--- config.mk ---
export PLATFORM = sky130hd
export DESIGN_NAME = sized_bus_adapter
export DESIGN_NICKNAME = d
export VERILOG_FILES = /design/src/rtl/sba_pkg.sv /design/src/rtl/sba_lane_encoder.sv /design/src/rtl/sba_lane_decoder.sv /design/src/rtl/sba_xfer_ctrl.sv /design/src/rtl/sized_bus_adapter.sv
export SDC_FILE = /design/constraint.sdc
export NUM_CORES = 1
export LEC_CHECK = 0
export ABC_AREA = 1
export BUFFER_PORTS_ARGS = -buffer_cell sky130_fd_sc_hd__buf_2
export CORE_UTILIZATION = 30
export CTS_CLUSTER_SIZE = 12
export DETAILED_ROUTE_END_ITERATION = 12
export PLACE_DENSITY = 0.53
export SKIP_CTS_REPAIR_TIMING = 1
export SLEW_MARGIN = 10
export SYNTH_ARGS = -nofsm -noshare
export SYNTH_HDL_FRONTEND = slang
export SYNTH_SLANG_ARGS = --single-unit
--- constraint.sdc ---
create_clock -name clk -period 4.07 [get_ports clk]
set_clock_uncertainty 0.2 [all_clocks]
set_input_delay 0.814 -clock clk [delete_from_list [all_inputs] [get_ports clk]]
set_output_delay 0.814 -clock clk [all_outputs]
set_load 0.02 [all_outputs]
--- src/rtl/sba_pkg.sv ---
package sba_pkg;

    localparam int SBA_DATA_W = 32;
    localparam int SBA_LANE_W = 8;
    localparam int SBA_LANES  = SBA_DATA_W / SBA_LANE_W;
    localparam int SBA_OFF_W  = $clog2(SBA_LANES);
    localparam int SBA_HALF_W = 2 * SBA_LANE_W;

    typedef logic [SBA_LANES-1:0]  lane_mask_t;
    typedef logic [SBA_DATA_W-1:0] word_t;

    typedef enum logic [1:0] {
        SZ_BYTE = 2'b00,
        SZ_HALF = 2'b01,
        SZ_WORD = 2'b10,
        SZ_NONE = 2'b11
    } acc_size_e;

    typedef enum logic {
        ST_IDLE,
        ST_ACTIVE
    } xfer_state_e;

    // Lane-side request payload held for the length of one bus cycle
    typedef struct packed {
        logic       we;
        lane_mask_t sel;
        word_t      wdat;
    } lane_req_t;

    localparam logic [2:0] CTI_CLASSIC = 3'b000;
    localparam logic [1:0] BTE_LINEAR  = 2'b00;

    // Does lane 'lane' (0 = least significant) take part in the access?
    // Lane position counted from the most significant end equals the byte offset.
    function automatic logic lane_hit(acc_size_e sz, logic [SBA_OFF_W-1:0] off, int lane);
        int pos;
        pos = SBA_LANES - 1 - lane;
        case (sz)
            SZ_BYTE: return (pos == int'(off));
            SZ_HALF: return ((pos >> 1) == (int'(off) >> 1));
            SZ_WORD: return 1'b1;
            default: return 1'b0;
        endcase
    endfunction

    // Right-justify the lanes named by a legal select pattern; anything else gives zero
    function automatic word_t unpack_read(lane_mask_t sel, word_t din);
        word_t r;
        int    n;
        r = '0;
        n = $countones(sel);
        if (sel == {SBA_LANES{1'b1}}) begin
            r = din;
        end else if (n == 1) begin
            for (int l = 0; l < SBA_LANES; l++) begin
                if (sel[l]) r[SBA_LANE_W-1:0] = din[l*SBA_LANE_W +: SBA_LANE_W];
            end
        end else if (n == 2) begin
            for (int k = 0; k < SBA_LANES/2; k++) begin
                if (sel == (lane_mask_t'(2'b11) << (2*k)))
                    r[SBA_HALF_W-1:0] = din[k*SBA_HALF_W +: SBA_HALF_W];
            end
        end
        return r;
    endfunction

endpackage

--- src/rtl/sba_lane_encoder.sv ---
module sba_lane_encoder
    import sba_pkg::*;
(
    input  acc_size_e              size,
    input  logic [SBA_OFF_W-1:0]   offset,
    input  word_t                  wdata,
    output lane_mask_t             sel,
    output word_t                  wdat
);

    for (genvar g = 0; g < SBA_LANES; g++) begin : g_lane
        logic                  hit;
        logic [SBA_LANE_W-1:0] src;

        assign hit = lane_hit(size, offset, g);

        always_comb begin
            case (size)
                SZ_BYTE: src = wdata[SBA_LANE_W-1:0];
                SZ_HALF: src = wdata[(g % 2)*SBA_LANE_W +: SBA_LANE_W];
                SZ_WORD: src = wdata[g*SBA_LANE_W +: SBA_LANE_W];
                default: src = '0;
            endcase
        end

        assign sel[g]                           = hit;
        assign wdat[g*SBA_LANE_W +: SBA_LANE_W] = hit ? src : '0;
    end

endmodule

--- src/rtl/sba_lane_decoder.sv ---
module sba_lane_decoder
    import sba_pkg::*;
(
    input  lane_mask_t sel,
    input  word_t      bus_data,
    output word_t      core_data
);

    assign core_data = unpack_read(sel, bus_data);

endmodule

--- src/rtl/sba_xfer_ctrl.sv ---
module sba_xfer_ctrl
    import sba_pkg::*;
#(
    parameter int ADR_W = 30
) (
    input  logic             clk,
    input  logic             rst,
    input  logic             req,
    input  logic [ADR_W-1:0] adr_in,
    input  lane_req_t        lane_in,
    input  logic             ack,
    input  word_t            rdata_dec,
    output logic             active,
    output logic [ADR_W-1:0] adr_q,
    output lane_req_t        lane_q,
    output logic             done,
    output word_t            rdata
);

    xfer_state_e state;

    always_ff @(posedge clk) begin
        if (rst) begin
            state  <= ST_IDLE;
            adr_q  <= '0;
            lane_q <= '0;
            done   <= 1'b0;
            rdata  <= '0;
        end else begin
            done <= 1'b0;
            case (state)
                ST_IDLE: begin
                    if (req) begin
                        state  <= ST_ACTIVE;
                        adr_q  <= adr_in;
                        lane_q <= lane_in;
                    end
                end
                ST_ACTIVE: begin
                    if (ack) begin
                        state  <= ST_IDLE;
                        adr_q  <= '0;
                        lane_q <= '0;
                        done   <= 1'b1;
                        rdata  <= rdata_dec;
                    end
                end
                default: state <= ST_IDLE;
            endcase
        end
    end

    assign active = (state == ST_ACTIVE);

endmodule

--- src/rtl/sized_bus_adapter.sv ---
module sized_bus_adapter
    import sba_pkg::*;
#(
    parameter int ADDR_W = 32
) (
    input  logic              clk,
    input  logic              rst,
    input  logic              core_req,
    input  logic              core_we,
    input  logic [1:0]        core_size,
    input  logic [ADDR_W-1:0] core_addr,
    input  logic [31:0]       core_wdata,
    output logic              core_busy,
    output logic              core_done,
    output logic [31:0]       core_rdata,
    output logic              bus_cyc,
    output logic              bus_stb,
    output logic              bus_we,
    output logic [ADDR_W-3:0] bus_adr,
    output logic [3:0]        bus_sel,
    output logic [31:0]       bus_wdat,
    output logic [2:0]        bus_cti,
    output logic [1:0]        bus_bte,
    input  logic [31:0]       bus_rdat,
    input  logic              bus_ack
);

    localparam int WADR_W = ADDR_W - SBA_OFF_W;

    lane_mask_t enc_sel;
    word_t      enc_wdat;
    word_t      dec_rdata;
    lane_req_t  lane_in;
    lane_req_t  lane_q;
    logic       active;

    sba_lane_encoder u_enc (
        .size   (acc_size_e'(core_size)),
        .offset (core_addr[SBA_OFF_W-1:0]),
        .wdata  (core_wdata),
        .sel    (enc_sel),
        .wdat   (enc_wdat)
    );

    assign lane_in = '{we: core_we, sel: enc_sel, wdat: enc_wdat};

    sba_xfer_ctrl #(.ADR_W(WADR_W)) u_ctrl (
        .clk       (clk),
        .rst       (rst),
        .req       (core_req),
        .adr_in    (core_addr[ADDR_W-1:SBA_OFF_W]),
        .lane_in   (lane_in),
        .ack       (bus_ack),
        .rdata_dec (dec_rdata),
        .active    (active),
        .adr_q     (bus_adr),
        .lane_q    (lane_q),
        .done      (core_done),
        .rdata     (core_rdata)
    );

    sba_lane_decoder u_dec (
        .sel       (lane_q.sel),
        .bus_data  (bus_rdat),
        .core_data (dec_rdata)
    );

    assign bus_cyc   = active;
    assign bus_stb   = active;
    assign core_busy = active;
    assign bus_we    = lane_q.we;
    assign bus_sel   = lane_q.sel;
    assign bus_wdat  = lane_q.wdat;
    assign bus_cti   = CTI_CLASSIC;
    assign bus_bte   = BTE_LINEAR;

endmodule

After elaboration in Yosys (flattened, before gate mapping)
Index checks and enable logic that the tools add are counted.
{"block": "totals", "reg_bits": 101, "in_bits": 103, "out_inout_bits": 108, "elab_cells": 65}
{"block": "classes", "eq_ne": 12, "bitwise_logic": 1, "n_reduce_logical": 9, "mux": 33, "add_sub_neg": 3}
{"operator": "$mux 8", "count": 11}
{"operator": "$mux 16", "count": 5}
{"operator": "$mux 37", "count": 2}
{"operator": "$pmux 37 s2", "count": 1}
{"operator": "$mux 30", "count": 2}
{"operator": "$pmux 30 s2", "count": 1}
{"operator": "$add 32x32->32", "count": 1}
{"operator": "$eq 32x2->1 const B", "count": 1}
{"operator": "$eq 32x3->1 const B", "count": 1}
{"operator": "$logic_not 32->1", "count": 1}
{"operator": "$pmux 8 s2", "count": 2}
{"operator": "$pmux 8 s3", "count": 1}
{"operator": "$pmux 1 s3", "count": 4}
{"operator": "$eq 4x4->1 const B", "count": 2}
{"operator": "$reduce_or 2->1", "count": 3}
{"operator": "$add 1x1->2", "count": 2}
{"operator": "$eq 2x2->1 const A", "count": 2}
{"operator": "$eq 4x2->1 const B", "count": 1}
{"operator": "$logic_not 2->1", "count": 2}
{"operator": "$ne 2x2->1 const B", "count": 2}
{"operator": "$reduce_and 2->1", "count": 2}
{"operator": "$mux 1", "count": 3}
{"operator": "$reduce_or 3->1", "count": 1}
{"operator": "$eq 1x2->1 const A", "count": 1}
{"operator": "4 further kinds", "count": 4}

Logic depth before layout (Yosys ltp)
{"block": "depth", "ltp_word": 6, "depth_mapped": 13, "mapped_depth_nobuf": 12}

By module
A second synthesis with hierarchy kept.
{"block": "unflattened", "hier_cells": 825, "hier_area_um2": 5288.8}
{"module": "sba_xfer_ctrl", "cells_per_inst": 446, "area_each_um2": 3570.9, "seq_area_each_um2": 2021.9, "instances": 1}
{"module": "sba_lane_decoder", "cells_per_inst": 222, "area_each_um2": 1007.2, "seq_area_each_um2": 0.0, "instances": 1}
{"module": "sba_lane_encoder", "cells_per_inst": 149, "area_each_um2": 654.4, "seq_area_each_um2": 0.0, "instances": 1}
{"module": "sized_bus_adapter", "cells_per_inst": 8, "area_each_um2": 56.3, "seq_area_each_um2": 0.0, "instances": 1}

Least setup slack after synthesis
Ideal clock, no wire load.
{"block": "synth_path", "path_kind": "register to register", "start": "register, netlist name u_ctrl.lane_q[34]", "end": "register u_ctrl.rdata[0]", "synth_period_minus_slack_ns": 2.775, "setup_ns": 0.112, "path_stages_with_launch": 14, "arrival_time_ns": 2.463, "t_required_ns": 3.758, "n_path_buf": 1, "slack_ns": 1.295, "cell_sequence": "dfxtp_1 -> buf_2 -> clkinv_1 -> ha_1 -> ha_1 -> inv_1 -> fa_1 -> nor2_1 -> nand2_1 -> nor2_1 -> a21oi_1 -> nand2_1 -> nand2_1 -> nand2_1"}
{"block": "synth_between", "elab_chain_cells": 6}
{"item": "$add 1x1->2 (implied by the code) or $eq 4x2->1 (tied branches)", "line": "sba_pkg.sv:52, sba_pkg.sv:61"}
{"item": "$add 32x32->32 (implied by the code) or $mux 16 (tied branches)", "line": "sba_pkg.sv:52, sba_pkg.sv:61"}
{"item": "$eq 32x3->1 or $mux 16 (tied branches)", "line": "sba_pkg.sv:59, sba_pkg.sv:61"}
{"item": "$mux 16", "line": "sba_pkg.sv:59", "source": "end else if (n == 2) begin"}
{"item": "$mux 8", "line": "sba_pkg.sv:55", "source": "end else if (n == 1) begin"}
{"item": "$mux 16 (*)", "line": "sba_pkg.sv:53", "source": "if (sel == {SBA_LANES{1'b1}}) begin"}
{"item": "end signal, assigned", "line": "sba_xfer_ctrl.sv:45", "source": "rdata <= rdata_dec;"}
{"item": "end, declared", "line": "sba_xfer_ctrl.sv:17", "source": "output word_t rdata"}
Every way passes the cells marked *; elsewhere a longest branch is shown, timed or not.
A chain may end at the register's enable or synchronous reset.

Worst setup path in the final report
{"block": "layout_path", "start": "register, netlist name u_ctrl.lane_q[34]", "end": "register u_ctrl.rdata[12]"}
{"block": "layout_between", "elab_chain_cells": 6}
{"item": "$add 1x1->2 (implied by the code) or $eq 4x2->1 (tied branches)", "line": "sba_pkg.sv:52, sba_pkg.sv:61"}
{"item": "$add 32x32->32 (implied by the code) or $mux 16 (tied branches)", "line": "sba_pkg.sv:52, sba_pkg.sv:61"}
{"item": "$eq 32x3->1 or $mux 16 (tied branches)", "line": "sba_pkg.sv:59, sba_pkg.sv:61"}
{"item": "$mux 16", "line": "sba_pkg.sv:59"}
{"item": "$mux 8", "line": "sba_pkg.sv:55"}
{"item": "$mux 16 (*)", "line": "sba_pkg.sv:53"}
Marks and branches as above.

==> flow_metrics.tcl <==
set metrics [dict create \
    relSlewSlack_pct 35.0 \
    holdCritPathClass "reg2reg" \
    grt_antenna_before_repair 1 \
    portBuffers 205 \
    synth-xor-area-share_pct 0 \
    coreArea_mm2 0.0166 \
    routed_wl_um 16600 \
    drt_iter0_drc 308 \
    synth-simple-area-share_pct 26.6 \
    synth_flop_cell "dfxtp_1" \
    chipHeight_um 132 \
    synth_commonest_cells "168 x nand2_1, 101 x dfxtp_1, 91 x a21oi_1, 81 x nand3_1, 33 x o21ai_0" \
    place_inst 1069 \
    syn_area_mm2 0.00509 \
    synth-adder-area-share_pct 2.85 \
    root_buffer "clkbuf_16" \
    ioPinCount 211 \
    synth-seq-area-share_pct 39.7 \
    reg2reg_depth 10 \
    final_hold_viol_count 0 \
    min-delay-start "u_ctrl.rdata[4]" \
    initial_core_util_pct 30.7 \
    leakagePower_nw 3.08 \
    end_kind "flip-flop" \
    postPlaceCellArea_mm2 0.00612 \
    synth_edf_count 0 \
    grt_max_degree 68 \
    cts_tree "done" \
    numCtsBuffers 9 \
    regArea_mm2 0.00202 \
    yosys.area.top_type_share_pct 39.7 \
    grt-ovfl-total 0 \
    synth_compound_area_share_pct 21.7 \
    rr_endpoint "u_ctrl.rdata[12]" \
    postSynthCellCount 689 \
    synth_top_family_by_area "simple AND/OR/NAND/NOR gates" \
    worstMarginPinSlew_ns 0.973 \
    worstPathArrival_ns 3.31 \
    worstSetupPathType "reg2reg" \
    rows 47 \
    synthToLayoutAreaGrowth_pct 26.4 \
    timing.critical_path.fanout_max 12 \
    grt_pass1_wl_um 26300 \
    holdPathEnd "u_ctrl.rdata[4]" \
    hpwlAfterDp_um 11800 \
    synth-seq-cells 101 \
    vdd_drop_max_uv 188 \
    multi_input_area_mm2 0.00262 \
    power_density_mw_per_mm2 366 \
    post-route-period-util_pct 79.2 \
    dr_total_vias 5269 \
    ant_nets 0 \
    clock_latency_ns 0.36 \
    cts_sinks 101 \
    cp-start-kind "flip-flop" \
    drt-wirelength-per-cell_um 15.3 \
    async_reset_ff_share_pct 0 \
    nets 974 \
    drv_cap 0 \
    fmax_mhz 310 \
    outcome "finished, final reports clean" \
    synth_warnings 0 \
    slew_violations 0 \
    htree_levels 3 \
    cts.path.max_buffers 2 \
    setup_violations 0 \
    die_area_mm2 0.0175 \
    period_minus_slack_ns 3.22 \
    firstDrtPassIters 5 \
    rr_startpoint "u_ctrl.lane_q[34]" \
    gp_congestion 0.875 \
    ys_types 29 \
    die_width_um 132 \
    grt_util_all_layers_pct 19.1 \
    setup-tns-final_ns 0 \
    fill_cells 1814 \
    synth_area_leaders "dfxtp_1 40%, nand2_1 12%, a21oi_1 8.9%" \
    whs_path_depth 2 \
    final_layout_size_suffix_gt1_share_pct 32.4 \
    final_area_mm2 0.00643 \
    drc 0 \
    synth.avg_cell_area_um2 7.39 \
    required_ns 4.16 \
    synthMuxAreaShare_pct 0 \
    path_clk_slew_ns 0.07 \
    vias_per_cell 4.85 \
    r2r_slack_ns 0.85 \
    layout.cells.non_filler 1086 \
    yosysTopAreaCell "dfxtp_1" \
    synth.most_common_cell "nand2_1" \
    rsz0062_at_grt "false" \
    grt_pass1_vias 4948 \
]
==> metrics by stage <==
step | hold slack (ns) | util [%] | setup WS [ns] | total power, mW
floorplan | 0.327 | - | 1.29 | 1.33
global placement | 0.242 | 36.9 | 0.978 | 1.47
detailed placement | 0.242 | 36.9 | 0.885 | 1.47
CTS | 0.257 | 38.8 | 0.858 | 2.39
global route | 0.271 | 38.8 | 0.534 | 2.47
finish | 0.252 | 38.8 | 0.849 | 2.35
==> per-layer routing <==
| metal | global-route usage, % | part of all wire [%] |
|---|---|---|
| met5 | 0 | 0 |
| met4 | 6.58 | 1.8 |
| met3 | 5.57 | 7.7 |
| met2 | 30.8 | 46 |
| met1 | 24.2 | 44 |
==> worst max-delay path: stages (launching register included) <==
cell,delay (ns)
dfxtp_1,0.61
clkinv_1,0.34
ha_1,0.37
ha_1,0.13
inv_1,0.05
fa_1,0.49
nor2_1,0.11
nand2_1,0.25
nor2_4,0.29
o211ai_1,0.12
a21oi_1,0.18
==> report_power, final <==
part	internal [mW]	switching (mW)	leakage (nW)	total [mW]
registers	1.02	0.0243	0.821	1.05
logic	0.127	0.267	2.11	0.394
clock network	0.487	0.425	0.148	0.912
total	1.64	0.716	3.08	2.35
==> kinds of logic after synthesis <==
kind of cell | after synthesis
AOI/OAI and AO/OA | 179
adders and majority gates | 11
buffers and inverters | 90
DFF | 101
other | 1
and+or+nand+nor | 307
==> state kept, by name, summed over array words and instances (netlist names) <==
| signal | count |
|---|---|
| u_ctrl.lane_q | 37 |
| u_ctrl.rdata | 32 |
| u_ctrl.adr_q | 30 |
| u_ctrl.active | 1 |
| u_ctrl.done | 1 |
==> final cells by class <==
type / instances / share of cell area, %
inverters: 35 / 2.08
clock buffers: 9 / 3.50
repair buffers: 211 / 16.6
well taps: 220 / 4.28
multi-input cells: 502 / 40.7
flip-flops and latches: 101 / 31.4
diodes: 1 / 0.0389
clock inverters: 7 / 1.30
==> placed cells by master, fill, tap and decap left out, types with 14 or more instances in the layout <==
cell and n:
buf_2 205, nand2_1 168, dfxtp_1 101, a21oi_1 91, nand3_1 81, o21ai_0 33, inv_1 31, nor2_1 30
nand2_2 22, a21oi_2 20, a32o_1 16, o211ai_1 14
==> how the worst max path moves through the flow <==
| stage | start | to | slack, ns | cells past startpoint |
|---|---|---|---|---|
| finish | u_ctrl.lane_q[34] | u_ctrl.rdata[12] | 0.85 | 10 |
| floorplan | u_ctrl.lane_q[34] | u_ctrl.rdata[0] | 1.29 | 13 |
| global route | u_ctrl.lane_q[34] | u_ctrl.rdata[11] | 0.53 | 10 |
| global placement | u_ctrl.lane_q[34] | u_ctrl.rdata[9] | 0.98 | 10 |
| detailed placement | u_ctrl.lane_q[34] | u_ctrl.rdata[12] | 0.88 | 10 |
| CTS | u_ctrl.lane_q[34] | u_ctrl.rdata[12] | 0.86 | 10 |
(Power assumes the default switching activity.)
